**config.mk**
```make
export PLATFORM = sky130hd
export DESIGN_NAME = hw_split32
export DESIGN_NICKNAME = d
export VERILOG_FILES = /design/src/rtl/split_pkg.sv /design/src/rtl/split_seq.sv /design/src/rtl/split_lane.sv /design/src/rtl/split_gather.sv /design/src/rtl/hw_split32.sv
export SDC_FILE = /design/constraint.sdc
export NUM_CORES = 1
export LEC_CHECK = 0
export CAP_MARGIN = 40
export CORE_ASPECT_RATIO = 0.75
export CORE_MARGIN = 1
export CORE_UTILIZATION = 50
export CTS_BUF_LIST = sky130_fd_sc_hd__clkbuf_8
export CTS_CLUSTER_SIZE = 40
export DETAILED_ROUTE_END_ITERATION = 12
export MAX_ROUTING_LAYER = met4
export PLACE_DENSITY = 0.85
export SYNTH_ARGS = -nofsm -noshare
export SYNTH_HDL_FRONTEND = slang
export SYNTH_SLANG_ARGS = --single-unit
```
**constraint.sdc**
```tcl
create_clock -name clk -period 4.49 [get_ports clk]
set_input_delay 1.1225 -clock clk [delete_from_list [all_inputs] [get_ports clk]]
set_output_delay 1.1225 -clock clk [all_outputs]
set_load 0.02 [all_outputs]
```
**src/rtl/split_pkg.sv**
```systemverilog
package split_pkg;

    typedef enum logic [1:0] {
        SZ_BYTE  = 2'b00,
        SZ_HALF  = 2'b01,
        SZ_WORD  = 2'b10,
        SZ_WORDX = 2'b11
    } size_e;

    typedef struct packed {
        size_e       size;
        logic        odd;
        logic        write;
        logic [31:0] wdata;
    } cmd_t;

    function automatic logic is_word(input cmd_t c);
        return c.size[1];
    endfunction

    function automatic logic [1:0] beat_count(input cmd_t c);
        if (is_word(c)) return c.odd ? 2'd3 : 2'd2;
        return 2'd1;
    endfunction

    function automatic logic [1:0] beat_lanes(input cmd_t c, input logic [1:0] i);
        if (is_word(c)) begin
            if (!c.odd) return 2'b11;
            case (i)
                2'd0:    return 2'b01;
                2'd1:    return 2'b11;
                default: return 2'b10;
            endcase
        end
        if (c.size == SZ_HALF) return 2'b11;
        return c.odd ? 2'b01 : 2'b10;
    endfunction

    function automatic logic [15:0] beat_wdata(input cmd_t c, input logic [1:0] i);
        if (is_word(c)) begin
            if (!c.odd) return (i == 2'd0) ? c.wdata[31:16] : c.wdata[15:0];
            case (i)
                2'd0:    return {8'h00, c.wdata[31:24]};
                2'd1:    return c.wdata[23:8];
                default: return {c.wdata[7:0], 8'h00};
            endcase
        end
        if (c.size == SZ_HALF) return c.wdata[15:0];
        return {c.wdata[7:0], c.wdata[7:0]};
    endfunction

    function automatic logic [31:0] merge_read(input cmd_t c, input logic [1:0] i,
                                               input logic [31:0] old, input logic [15:0] r);
        if (is_word(c)) begin
            if (!c.odd) return (i == 2'd0) ? {r, old[15:0]} : {old[31:16], r};
            case (i)
                2'd0:    return {r[7:0], old[23:0]};
                2'd1:    return {old[31:24], r, old[7:0]};
                default: return {old[31:8], r[15:8]};
            endcase
        end
        if (c.size == SZ_HALF) return {16'h0000, r};
        return {24'h000000, c.odd ? r[7:0] : r[15:8]};
    endfunction

endpackage

```
**src/rtl/split_seq.sv**
```systemverilog
module split_seq
    import split_pkg::*;
#(
    parameter int ADDR_W = 8
) (
    input  logic              clk,
    input  logic              rst,
    input  logic              req_valid,
    input  logic [ADDR_W-1:0] req_addr,
    input  logic [1:0]        req_size,
    input  logic              req_write,
    input  logic [31:0]       req_wdata,
    output logic              ready,
    output logic              accept,
    output logic              active,
    output logic              done,
    output logic [1:0]        idx,
    output cmd_t              cmd,
    output logic [ADDR_W-1:0] loc
);
    localparam logic [ADDR_W-1:0] LOC_STEP = ADDR_W'(2);

    logic              busy_q;
    logic              done_q;
    logic [1:0]        idx_q;
    cmd_t              cmd_q;
    logic [ADDR_W-1:0] loc_q;
    logic              last_beat;

    assign ready     = !busy_q;
    assign accept    = req_valid && !busy_q;
    assign last_beat = (idx_q == beat_count(cmd_q) - 2'd1);

    always_ff @(posedge clk) begin
        if (rst) begin
            busy_q <= 1'b0;
            done_q <= 1'b0;
            idx_q  <= 2'd0;
            cmd_q  <= '0;
            loc_q  <= '0;
        end else begin
            done_q <= 1'b0;
            if (accept) begin
                busy_q      <= 1'b1;
                idx_q       <= 2'd0;
                cmd_q.size  <= size_e'(req_size);
                cmd_q.odd   <= req_addr[0];
                cmd_q.write <= req_write;
                cmd_q.wdata <= req_wdata;
                loc_q       <= {req_addr[ADDR_W-1:1], 1'b0};
            end else if (busy_q) begin
                if (last_beat) begin
                    busy_q <= 1'b0;
                    done_q <= 1'b1;
                end else begin
                    idx_q <= idx_q + 2'd1;
                    loc_q <= loc_q + LOC_STEP;
                end
            end
        end
    end

    assign active = busy_q;
    assign done   = done_q;
    assign idx    = idx_q;
    assign cmd    = cmd_q;
    assign loc    = loc_q;

    a_r8_done_after_beat: assert property (@(posedge clk) disable iff (rst)
        done_q |-> $past(busy_q));
    a_r8_done_pulse: assert property (@(posedge clk) disable iff (rst)
        done_q |=> !done_q);
    a_r8_beats_back_to_back: assert property (@(posedge clk) disable iff (rst)
        busy_q |=> (busy_q || done_q));
    a_r7_cmd_held: assert property (@(posedge clk) disable iff (rst)
        (busy_q && $past(busy_q)) |-> $stable(cmd_q));
    a_r10_loc_steps: assert property (@(posedge clk) disable iff (rst)
        (busy_q && $past(busy_q)) |-> (loc_q == ADDR_W'($past(loc_q) + LOC_STEP)));

endmodule

```
**src/rtl/split_lane.sv**
```systemverilog
module split_lane
    import split_pkg::*;
(
    input  logic        clk,
    input  logic        rst,
    input  logic        active,
    input  cmd_t        cmd,
    input  logic [1:0]  idx,
    output logic [1:0]  be,
    output logic [15:0] wdata
);
    always_comb begin
        be    = 2'b00;
        wdata = 16'h0000;
        if (active) begin
            be = beat_lanes(cmd, idx);
            if (cmd.write) wdata = beat_wdata(cmd, idx);
        end
    end

    a_r1_even_full_lanes: assert property (@(posedge clk) disable iff (rst)
        (active && cmd.size[1] && !cmd.odd) |-> (be == 2'b11));
    a_r2_odd_edge_single: assert property (@(posedge clk) disable iff (rst)
        (active && cmd.size[1] && cmd.odd && idx != 2'd1) |-> ($countones(be) == 1));
    a_r3_idle_quiet: assert property (@(posedge clk) disable iff (rst)
        !active |-> (be == 2'b00 && wdata == 16'h0000));

endmodule

```
**src/rtl/split_gather.sv**
```systemverilog
module split_gather
    import split_pkg::*;
(
    input  logic        clk,
    input  logic        rst,
    input  logic        clear,
    input  logic        capture,
    input  cmd_t        cmd,
    input  logic [1:0]  idx,
    input  logic [15:0] per_rdata,
    output logic [31:0] rdata
);
    logic [31:0] acc_q;

    always_ff @(posedge clk) begin
        if (rst)          acc_q <= '0;
        else if (clear)   acc_q <= '0;
        else if (capture) acc_q <= merge_read(cmd, idx, acc_q, per_rdata);
    end

    assign rdata = acc_q;

    a_r9_rdata_hold: assert property (@(posedge clk) disable iff (rst)
        (!clear && !capture) |=> $stable(acc_q));
    a_r9_clear_zero: assert property (@(posedge clk) disable iff (rst)
        clear |=> (acc_q == 32'h0));

endmodule

```
**src/rtl/hw_split32.sv**
```systemverilog
module hw_split32
    import split_pkg::*;
#(
    parameter int ADDR_W = 8
) (
    input  logic              clk,
    input  logic              rst,
    input  logic              req_valid,
    input  logic [ADDR_W-1:0] req_addr,
    input  logic [1:0]        req_size,
    input  logic              req_write,
    input  logic [31:0]       req_wdata,
    output logic              req_ready,
    output logic              req_done,
    output logic [31:0]       req_rdata,
    output logic              per_stb,
    output logic              per_we,
    output logic [ADDR_W-1:0] per_addr,
    output logic [1:0]        per_be,
    output logic [15:0]       per_wdata,
    input  logic [15:0]       per_rdata
);
    logic        accept;
    logic        active;
    logic [1:0]  idx;
    cmd_t        cmd;

    split_seq #(.ADDR_W(ADDR_W)) u_seq (
        .clk(clk), .rst(rst),
        .req_valid(req_valid), .req_addr(req_addr), .req_size(req_size),
        .req_write(req_write), .req_wdata(req_wdata),
        .ready(req_ready), .accept(accept), .active(active), .done(req_done),
        .idx(idx), .cmd(cmd), .loc(per_addr)
    );

    split_lane u_lane (
        .clk(clk), .rst(rst), .active(active), .cmd(cmd), .idx(idx),
        .be(per_be), .wdata(per_wdata)
    );

    split_gather u_gather (
        .clk(clk), .rst(rst), .clear(accept),
        .capture(active && !cmd.write), .cmd(cmd), .idx(idx),
        .per_rdata(per_rdata), .rdata(req_rdata)
    );

    assign per_stb = active;
    assign per_we  = active && cmd.write;

    a_r7_busy_not_ready: assert property (@(posedge clk) disable iff (rst)
        (per_stb && !req_done) |=> (!req_ready || req_done));
    a_r6_even_location: assert property (@(posedge clk) disable iff (rst)
        per_stb |-> (per_addr[0] == 1'b0));

endmodule

```
==> results of run 1 <==
## worst register-to-register path: stages, from the launching register on
cell	delay, ps
dfxtp_1	360
inv_1	120
ha_1	480
buf_4	330
o21a_1	350
nor2b_1	840
a22oi_1	280
a211oi_1	350
## how the worst min path moves through the flow
stage | start | end | slack, ps | cells after the start
after floorplan | u_seq.cmd[24] | u_seq.cmd[24] | 450 | 2
after global placement | u_gather.rdata[6] | u_gather.rdata[6] | 470 | 1
after detailed placement | u_gather.rdata[2] | u_gather.rdata[2] | 460 | 1
after CTS | u_gather.rdata[2] | u_gather.rdata[2] | 490 | 1
after global routing | u_gather.rdata[2] | u_gather.rdata[2] | 500 | 1
final | u_gather.rdata[2] | u_gather.rdata[2] | 480 | 1
## sequential cells by signal, indices dropped and copies added, names as in the netlist
signal          flops
u_seq.idx           2
u_seq.loc           7
u_seq.cmd          36
u_seq.active        1
u_seq.done          1
u_gather.rdata     32
## stage by stage
step	hold slack (ps)	utilization (%)	power (W)	instance area [sq um]
6_report	480	70.4	0.00168	5640
5_1_grt	496	70.4	0.00175	5640
2_1_floorplan	449	-	0.000967	4210
4_1_cts	487	70.4	0.00168	5640
3_3_place_gp	467	67.7	0.00111	5430
3_5_place_dp	463	67.7	0.00112	5430
## logic make-up after synthesis
| kind of cell | count (synthesis) |
|---|---|
| and+or+nand+nor | 196 |
| AOI/OAI and AO/OA | 155 |
| DFF | 79 |
| buffers and inverters | 50 |
| muxes | 34 |
| adders and majority gates | 4 |
| xor gates and xnor gates | 2 |
| other | 1 |
## cell usage in the layout, fill, tap and decap left out, types with 10 or more instances in the layout
master	netlist	layout
nor3_1	20	20
nor2b_1	15	14
a21oi_1	48	48
dfxtp_1	79	79
a211oi_1	27	27
clkdlybuf4s50_1	0	122
nor2_1	48	48
o22ai_1	15	15
nand2_1	94	94
a22oi_1	10	10
a221oi_1	16	16
mux2i_1	33	33
buf_4	2	11
## cell type report
class	instances	area [sq um]
multi-input cells	392	2380
flip-flops and latches	79	1580
clock buffers	9	124
fillers	660	2380
clock inverters	6	86.3
inverters	9	33.8
well taps	105	131
repair buffers	133	1300
## per-layer routing
metal / wire, um / share of wire, % / vias up / track usage, %
met2: 5890 / 43 / 207 / 47.7
met5: 0 / 0 / - / -
met3: 972 / 7.1 / 18 / 5.63
met1: 6710 / 49 / 2148 / 46.5
met4: 191 / 1.4 / 0 / 9.04
li1: - / - / 2104 / -
## power by group
| part | internal (W) | leakage (nW) | switching, W |
|---|---|---|---|
| logic | 0.000152 | 1.34 | 0.000176 |
| registers | 0.000736 | 0.646 | 0.0000440 |
| clock network | 0.000309 | 0.105 | 0.000267 |
| total | 0.00120 | 2.09 | 0.000487 |
==> metrics.txt, run 1 <==
Critical Path Start=u_seq.idx[1]; drc violations=0; CTS tree=built; final setup fails=0; area grow syn2layout=34.1%; most common cell in the synthesized netlist=nand2_1; post-synthesis compound-gate area fraction=25.7%; post-CTS resize count=0; Final WS setup=249 ps; Final Slew Violations=0; Starting Density=52.5%; Power Density=298 mW/mm^2; WP depth=6; crit path capture type=primary output; number of global-route vias before repair=4093; worst min path class=flop to flop; CTS buffer count=9; drt pass-1 iters=5; Synth Area in Adders=1.19%; Post-Synth XOR/XNOR Area=0.416%; Synth top area share=37.6%; largest net degree at the start of global routing=50; Synth area leaders=dfxtp_1 38%, nand2_1 8.4%, mux2i_1 7.8%; antenna-violating nets left=0; H-tree levels=3; I/O pins=124; nets@finish=690; Worst Max-Slew Pin Slew=998 ps; GRT Util Overall=32.8%; Inst Count DP=718; peak supply drop=0.000274 V; Post-synth EDFFs=0; grt ovf=0; synth unique cells=58; post-synthesis register bit count=79; CTS Hold Buffers Added=0; initial DRC count=436; Via density=6.11; first-pass GRT wire length=21.2 mm; R2R setup slack=1290 ps; Vias=4477; Placer Congestion=0.894; reg2reg end=u_gather.rdata[12]; critical path class=flop to primary output; worst path required time=3370 ps; crit share post-route=94.5%; post-synthesis sequential area ratio=37.6%; DP HPWL=10.0 mm; reg2reg path depth=7; Net Count, Synth=587; Buf+Inv Stages, Crit Path=2; Worst-Skew Late Latency=360 ps; ant diodes=0; outcome=finished, final reports clean; Final min period=4240 ps; top_reg_cell synth=dfxtp_1; core area=0.00802 sq mm; CP delay by family, top=buffers and inverters; die area=0.00879 sq mm; Post-synth top cells=94 x nand2_1, 79 x dfxtp_1, 48 x a21oi_1, 48 x nor2_1, 33 x mux2i_1; IO buf count=122; Synth area leader=dfxtp_1; Slowest-stage cell, CP=clkdlybuf4s50_1; worst r2r src=u_seq.idx[1]; multiplexer share of the synthesized area=8.12%; CP peak stage delay=710 ps; cell-by-cell listing of the critical path=inv_1 > ha_1 > nor2_1 > mux2_2 > a2111oi_0 > clkdlybuf4s50_1; chip width=108 um; postcts setup bufs=0; Die Height=81.5 um; max cap viols=0; simple-gate share of the synthesized area=21.1%; Setup WS pre-CTS=648 ps; Reg clk slew, reported paths=80 ps; Routed wire per std cell=18.8 um; main combinational cell family by area after synthesis=compound AO/OA/AOI/OAI gates; antenna violations before repair=0; Startpoint Class=flop; Mapped Area=0.00421 sq mm; fraction of layout cells with a size suffix above 1=5.73%; setup_tns=0 ps; Rel. slew slack=33.3%; Mapped Cells=521; CP endpoint=per_wdata[10]; Max FO, Critical Path=11; Root Driver=clkbuf_8; Worst Skew=6.67 ps; ys async rst share=0%; final count of hold timing violations=0; RSZ-0062 raised after global routing=false; row cnt=28; clock buffer depth=2; final wirelength=13.8 mm; Clock Sinks=79; WP data arrival=3120 ps; Warnings, synthesis=0; leakage=2.09 nW; Max Freq=236 MHz; Mean Syn Cell Area=8.08 sq um; Post-Layout Cell Count=733
Note: power is estimated with default switching activity, not from simulation.
==> run 2: changes to the inputs <==
--- a/config.mk
+++ b/config.mk
@@ -8,12 +8,12 @@
 export CAP_MARGIN = 40
 export CORE_ASPECT_RATIO = 0.75
 export CORE_MARGIN = 1
-export CORE_UTILIZATION = 50
+export CORE_UTILIZATION = 49
 export CTS_BUF_LIST = sky130_fd_sc_hd__clkbuf_8
 export CTS_CLUSTER_SIZE = 40
 export DETAILED_ROUTE_END_ITERATION = 12
 export MAX_ROUTING_LAYER = met4
-export PLACE_DENSITY = 0.85
+export PLACE_DENSITY = 0.83
 export SYNTH_ARGS = -nofsm -noshare
 export SYNTH_HDL_FRONTEND = slang
 export SYNTH_SLANG_ARGS = --single-unit
==> constraint.sdc (replaced) <==
create_clock -name clk -period 4.7 [get_ports clk]
set_input_delay 1.175 -clock clk [delete_from_list [all_inputs] [get_ports clk]]
set_output_delay 1.175 -clock clk [all_outputs]
set_load 0.02 [all_outputs]
==> metrics.txt, run 2 (synthesis gave the netlist of run 1 again) <==
worst hold path depth=2 (was 1); switch share=30.0% (was 28.9%); Max FO, Critical Path=12 (was 11); Max Freq=232 MHz; Power Density=277 mW/mm^2 (was 298 mW/mm^2); GRT Util Overall=31.7% (was 32.8%); max cap viols=0 (unchanged); Worst-Skew Late Latency=360 ps (about the same); commonest non-fill, non-tap cell in the layout=clkdlybuf4s50_1 (unchanged); Root Driver=clkbuf_8 (unchanged); Psw=0.000468 W (was 0.000487 W); antenna-violating nets left=0 (unchanged); Reg clk slew, reported paths=80 ps (about the same); chip width=109 um (was 108 um); reg2reg path depth=7 (unchanged); number of global-route vias before repair=3925 (was 4093); CP peak stage delay=720 ps (was 710 ps); DP HPWL=9.92 mm (was 10.0 mm); Largest register FFs=36 (unchanged); clock share of power=32.1% (was 34.2%); row cnt=28 (unchanged); Routed wire per std cell=18.6 um (was 18.8 um); Starting Density=52.0% (was 52.5%); H-tree levels=3 (unchanged); ant diodes=0 (unchanged); reg2reg end=u_gather.rdata[9] (was u_gather.rdata[12]); setup_tns=0 ps (unchanged); antenna violations before repair=0 (unchanged); Die Height=82.3 um (was 81.5 um); Hold Slack=486 ps (was 480 ps); Gate power share=20.3% (was 19.5%); worst min path class=flop to flop (unchanged); Vias=4403 (was 4477); critical path class=flop to primary output (unchanged); worst r2r src=u_seq.idx[1] (unchanged); peak supply drop=0.000224 V (was 0.000274 V); I/O pins=124 (unchanged); die area=0.00897 sq mm (was 0.00879 sq mm); Final min period=4300 ps; WP data arrival=3130 ps (was 3120 ps); crit share post-route=91.6%; Final Slew Violations=0 (unchanged); CP endpoint=per_wdata[10] (unchanged); grt ovf=0 (unchanged); initial DRC count=399 (was 436); Slowest-stage cell, CP=clkdlybuf4s50_1 (unchanged); Placer Congestion=0.975 (was 0.894); RSZ-0062 raised after global routing=false (unchanged); fraction of layout cells with a size suffix above 1=5.57% (was 5.73%); clock buffer depth=2 (unchanged); CTS buffer count=9 (unchanged); drt pass-1 iters=5 (unchanged); Clock Sinks=79 (unchanged); R2R setup slack=1890 ps (was 1290 ps); drc violations=0 (unchanged); CTS tree=built (unchanged); final wirelength=13.7 mm (was 13.8 mm); Seq pwr share=47.6% (was 46.3%); Rel. slew slack=33.9% (was 33.3%); leakage=2.08 nW (was 2.09 nW); Worst Skew=4.37 ps (was 6.67 ps); largest net degree at the start of global routing=50 (unchanged); area grow syn2layout=33.5% (was 34.1%); nets@finish=689 (was 690); worst path required time=3520 ps (was 3370 ps); outcome=finished, final reports clean (unchanged); internal cell power=0.00109 W (was 0.00120 W); Worst Max-Slew Pin Slew=989 ps (was 998 ps); Critical Path Start=u_seq.idx[1] (unchanged); most frequent cells in the layout=122 x clkdlybuf4s50_1, 94 x nand2_1, 79 x dfxtp_1, 48 x a21oi_1, 47 x nor2_1 (was 122 x clkdlybuf4s50_1, 94 x nand2_1, 79 x dfxtp_1, 48 x nor2_1, 48 x a21oi_1); cell-by-cell listing of the critical path=inv_1 > ha_1 > nor2_2 > a211oi_1 > a2111oi_0 > clkdlybuf4s50_1 (was inv_1 > ha_1 > nor2_1 > mux2_2 > a2111oi_0 > clkdlybuf4s50_1); Via density=6.01 (was 6.11); first-pass GRT wire length=20.8 mm (was 21.2 mm); Placed Area=0.00543 sq mm (about the same); final setup fails=0 (unchanged); IO buf count=122 (unchanged); Startpoint Class=flop (unchanged); fin area=0.00562 sq mm (was 0.00564 sq mm); crit path capture type=primary output (unchanged); final count of hold timing violations=0 (unchanged); core area=0.00809 sq mm (was 0.00802 sq mm)
[run 2: changes by cell type in the layout (fill, tap and decap cells not counted)]
cell        change
nor2_2          +1
nor2_1          -1
bufinv_16       -1
buf_4           -1
clkinv_2        -1
inv_1           +2
clkinvlp_4      +1
[run 2: routing by layer]
metal,vias to the layer above,GRT usage [%],wire length (um)
met3,20,9.18,1190
met5,-,-,0
met1,2067,46.1,6700
met2,222,41.6,5580
met4,0,8.78,183
li1,2094,-,-
[run 2: how the worst min path moves through the flow]
stage                             end               from
global route            u_seq.cmd[25]      u_seq.cmd[25]
finish                  u_seq.cmd[22]      u_seq.cmd[22]
CTS                     u_seq.cmd[25]      u_seq.cmd[25]
detailed placement  u_gather.rdata[0]  u_gather.rdata[0]
floorplan               u_seq.cmd[24]      u_seq.cmd[24]
global placement    u_gather.rdata[6]  u_gather.rdata[6]
[run 2: final cells by class]
class | count | area, sq um
repair buffers | 132 | 1300
multi-input cells | 392 | 2390
flip-flops and latches | 79 | 1580
clock inverters | 7 | 66.3
fillers | 659 | 2470
clock buffers | 9 | 124
well taps | 105 | 131
inverters | 9 | 33.8
[run 2: power by group through the flow]
stage | Clock [W] | Sequential (W) | Combinational [W]
after floorplan | 0 | 0.000760 | 0.000164
after global placement | 0 | 0.000754 | 0.000307
after detailed placement | 0 | 0.000756 | 0.000311
after CTS | 0.000509 | 0.000740 | 0.000312
after global routing | 0.000533 | 0.000745 | 0.000339
final | 0.000500 | 0.000742 | 0.000316
[run 2: metrics by stage]
step	worst slack (ps)	instances	util, %	total power, W
finish	396	733	69.4	0.00156
floorplan	1020	521	-	0.000924
detailed placement	637	717	67.1	0.00107
global placement	666	717	67.1	0.00106
CTS	228	733	69.4	0.00156
global route	175	733	69.4	0.00162
[run 2: repair_timing]
item                                    in CTS  in global routing
gates resized for setup                      0                  1
endpoints found under the setup margin       0                  3
hold buffers                                 0                  0
setup buffers                                0                  0
[run 2: worst max-delay path: cells and delay by family (launching register included)]
family | cells | cell delay [ps]
flops | 1 | 420
fa+ha+maj | 1 | 350
buf+inv | 2 | 830
compound gates | 2 | 700
simple gates | 1 | 480
==> run 3: changes to the inputs <==
--- a/config.mk
+++ b/config.mk
@@ -12,6 +12,8 @@
 export CTS_BUF_LIST = sky130_fd_sc_hd__clkbuf_8
 export CTS_CLUSTER_SIZE = 40
 export DETAILED_ROUTE_END_ITERATION = 12
+export GPL_ROUTABILITY_DRIVEN = 0
+export HOLD_SLACK_MARGIN = 0.06
 export MAX_ROUTING_LAYER = met4
 export PLACE_DENSITY = 0.83
 export SYNTH_ARGS = -nofsm -noshare
==> metrics.txt, run 3 (synthesis gave the netlist of run 1 again) <==
Power Density=271 mW/mm^2 (was 277 mW/mm^2); leakage=2.06 nW (was 2.08 nW); largest net degree at the start of global routing=50 (unchanged); Hold Path End=u_gather.rdata[6] (was u_seq.cmd[22]); Startpoint Class=flop (unchanged); GRT Util Overall=29.6% (was 31.7%); fin area=0.00559 sq mm (was 0.00562 sq mm); CP peak stage delay=710 ps (was 720 ps); first-pass GRT wire length=19.8 mm (was 20.8 mm); peak supply drop=0.000208 V (was 0.000224 V); worst r2r src=u_seq.idx[1] (unchanged); number of global-route vias before repair=3995 (was 3925); die area=0.00897 sq mm (unchanged); CTS tree=built (unchanged); Clock Sinks=79 (unchanged); critical path class=flop to primary output (unchanged); Vias=4452 (was 4403); nets@finish=687 (was 689); core area=0.00809 sq mm (unchanged); CTS Hold Buffers Added=0 (unchanged); Worst Skew=17.0 ps (was 4.37 ps); drt pass-1 iters=6 (was 5); drc violations=0 (unchanged); cell mode on critical path=nor2_1; outcome=finished, final reports clean (unchanged); commonest non-fill, non-tap cell in the layout=clkdlybuf4s50_1 (unchanged); Routed wire per std cell=17.6 um (was 18.6 um); antenna violations before repair=0 (unchanged); Largest register FFs=36 (unchanged); clock buffer depth=2 (unchanged); cell-by-cell listing of the critical path=inv_1 > ha_1 > nor2_1 > buf_4 > nor2_1 > a211oi_1 > a2111oi_0 > clkdlybuf4s50_1 (was inv_1 > ha_1 > nor2_2 > a211oi_1 > a2111oi_0 > clkdlybuf4s50_1); IO buf count=122 (unchanged); most frequent cells in the layout=122 x clkdlybuf4s50_1, 94 x nand2_1, 79 x dfxtp_1, 48 x nor2_1, 48 x a21oi_1 (was 122 x clkdlybuf4s50_1, 94 x nand2_1, 79 x dfxtp_1, 48 x a21oi_1, 47 x nor2_1); reg2reg end=u_gather.rdata[11] (was u_gather.rdata[9]); final count of hold timing violations=0 (unchanged); chip width=109 um (unchanged); Max FO, Critical Path=15 (was 12); setup_tns=0 ps (unchanged); postcts setup bufs=0 (unchanged); antenna-violating nets left=0 (unchanged); DP HPWL=9.25 mm (was 9.92 mm); R2R setup slack=1860 ps (was 1890 ps); Reg clk slew, reported paths=100 ps (was 80 ps); # fillers=663 (was 659); worst hold path depth=1 (was 2); Starting Density=52.0% (unchanged); Max Freq=231 MHz (was 232 MHz); Via density=6.09 (was 6.01); final wirelength=12.8 mm (was 13.7 mm); Worst Max-Slew Pin Slew=966 ps (was 989 ps); ant diodes=0 (unchanged); worst path required time=3520 ps (about the same); Slowest-stage cell, CP=clkdlybuf4s50_1 (unchanged); Worst-Skew Late Latency=360 ps (about the same); worst min path class=flop to flop (unchanged); CP delay by family, top=buffers and inverters (unchanged); Placed Area=0.00541 sq mm (was 0.00543 sq mm); grt ovf=0 (unchanged); hold_sp=u_gather.rdata[6] (was u_seq.cmd[22]); crit path capture type=primary output (unchanged); WP data arrival=3150 ps (was 3130 ps); row cnt=28 (unchanged); area grow syn2layout=32.7% (was 33.5%); Root Driver=clkbuf_8 (unchanged); initial DRC count=571 (was 399); Buf+Inv Stages, Crit Path=3 (was 2); RSZ-0062 raised after global routing=false (unchanged); final setup fails=0 (unchanged); H-tree levels=3 (unchanged); Rel. slew slack=35.5% (was 33.9%); max cap viols=0 (unchanged); Final min period=4320 ps (was 4300 ps); post-CTS resize count=0 (unchanged); CTS buffer count=9 (unchanged); Final Slew Violations=0 (unchanged); Die Height=82.3 um (unchanged); fraction of layout cells with a size suffix above 1=5.27% (was 5.57%); reg2reg path depth=6 (was 7); I/O pins=124 (unchanged); crit share post-route=92.0% (was 91.6%)
-- run 3: changes by cell type in the layout (fill, tap and decap cells not counted) --
cell	previous run	this run
buf_4	10	8
bufinv_16	1	0
clkbuf_8	9	10
clkinv_2	1	2
inv_1	11	10
nor2_1	47	48
nor2_2	2	1
-- run 3: power breakdown --
part           total [W]  internal, W  switching, W  leakage, nW
sequential      0.000742     0.000703     0.0000383        0.646
combinational   0.000308     0.000144      0.000164         1.32
clock           0.000465     0.000204      0.000261       0.0895
total            0.00151      0.00105      0.000464         2.06
-- run 3: through the flow --
step	std cells	setup slack [ps]	utilization [%]	power [W]	hold WS, ps
after floorplan	521	1020	-	0.000924	449
after global placement	715	921	66.9	0.00105	472
after detailed placement	715	809	66.9	0.00106	465
after CTS	731	421	69.0	0.00152	488
after global routing	731	103	69.0	0.00158	511
final	731	377	69.0	0.00151	483
-- run 3: how the worst max path moves through the flow --
| stage | startpoint | to | slack, ps | depth (start not counted) |
|---|---|---|---|---|
| after global placement | u_seq.idx[0] | per_wdata[10] | 920 | 7 |
| after floorplan | u_seq.idx[0] | per_wdata[10] | 1020 | 8 |
| after CTS | u_seq.idx[1] | per_wdata[10] | 420 | 8 |
| final | u_seq.idx[1] | per_wdata[10] | 380 | 8 |
| after global routing | u_seq.idx[1] | per_wdata[12] | 100 | 8 |
| after detailed placement | u_seq.idx[0] | per_wdata[10] | 810 | 7 |
-- run 3: routing by layer --
layer  part of all wire (%)  global-route usage (%)
met1                     46                    41.6
met2                     43                    41.8
met3                    9.3                    6.20
met4                    1.7                    10.0
met5                      0                       -
-- run 3: worst reg2reg max path, stage by stage (launching register included) --
cell and delay (ps):
dfxtp_1 370, inv_1 130, ha_1 480, o21a_1 420
nor2b_1 830, a22oi_1 220, a211oi_1 290
-- run 3: area by class of cell --
type / instances / area (sq um) / share of cell area [%]
clock inverters: 6 / 37.5 / 0.672
clock buffers: 10 / 138 / 2.46
multi-input cells: 392 / 2380 / 42.7
well taps: 105 / 131 / 2.35
inverters: 9 / 33.8 / 0.605
flip-flops and latches: 79 / 1580 / 28.3
repair buffers: 130 / 1280 / 22.9
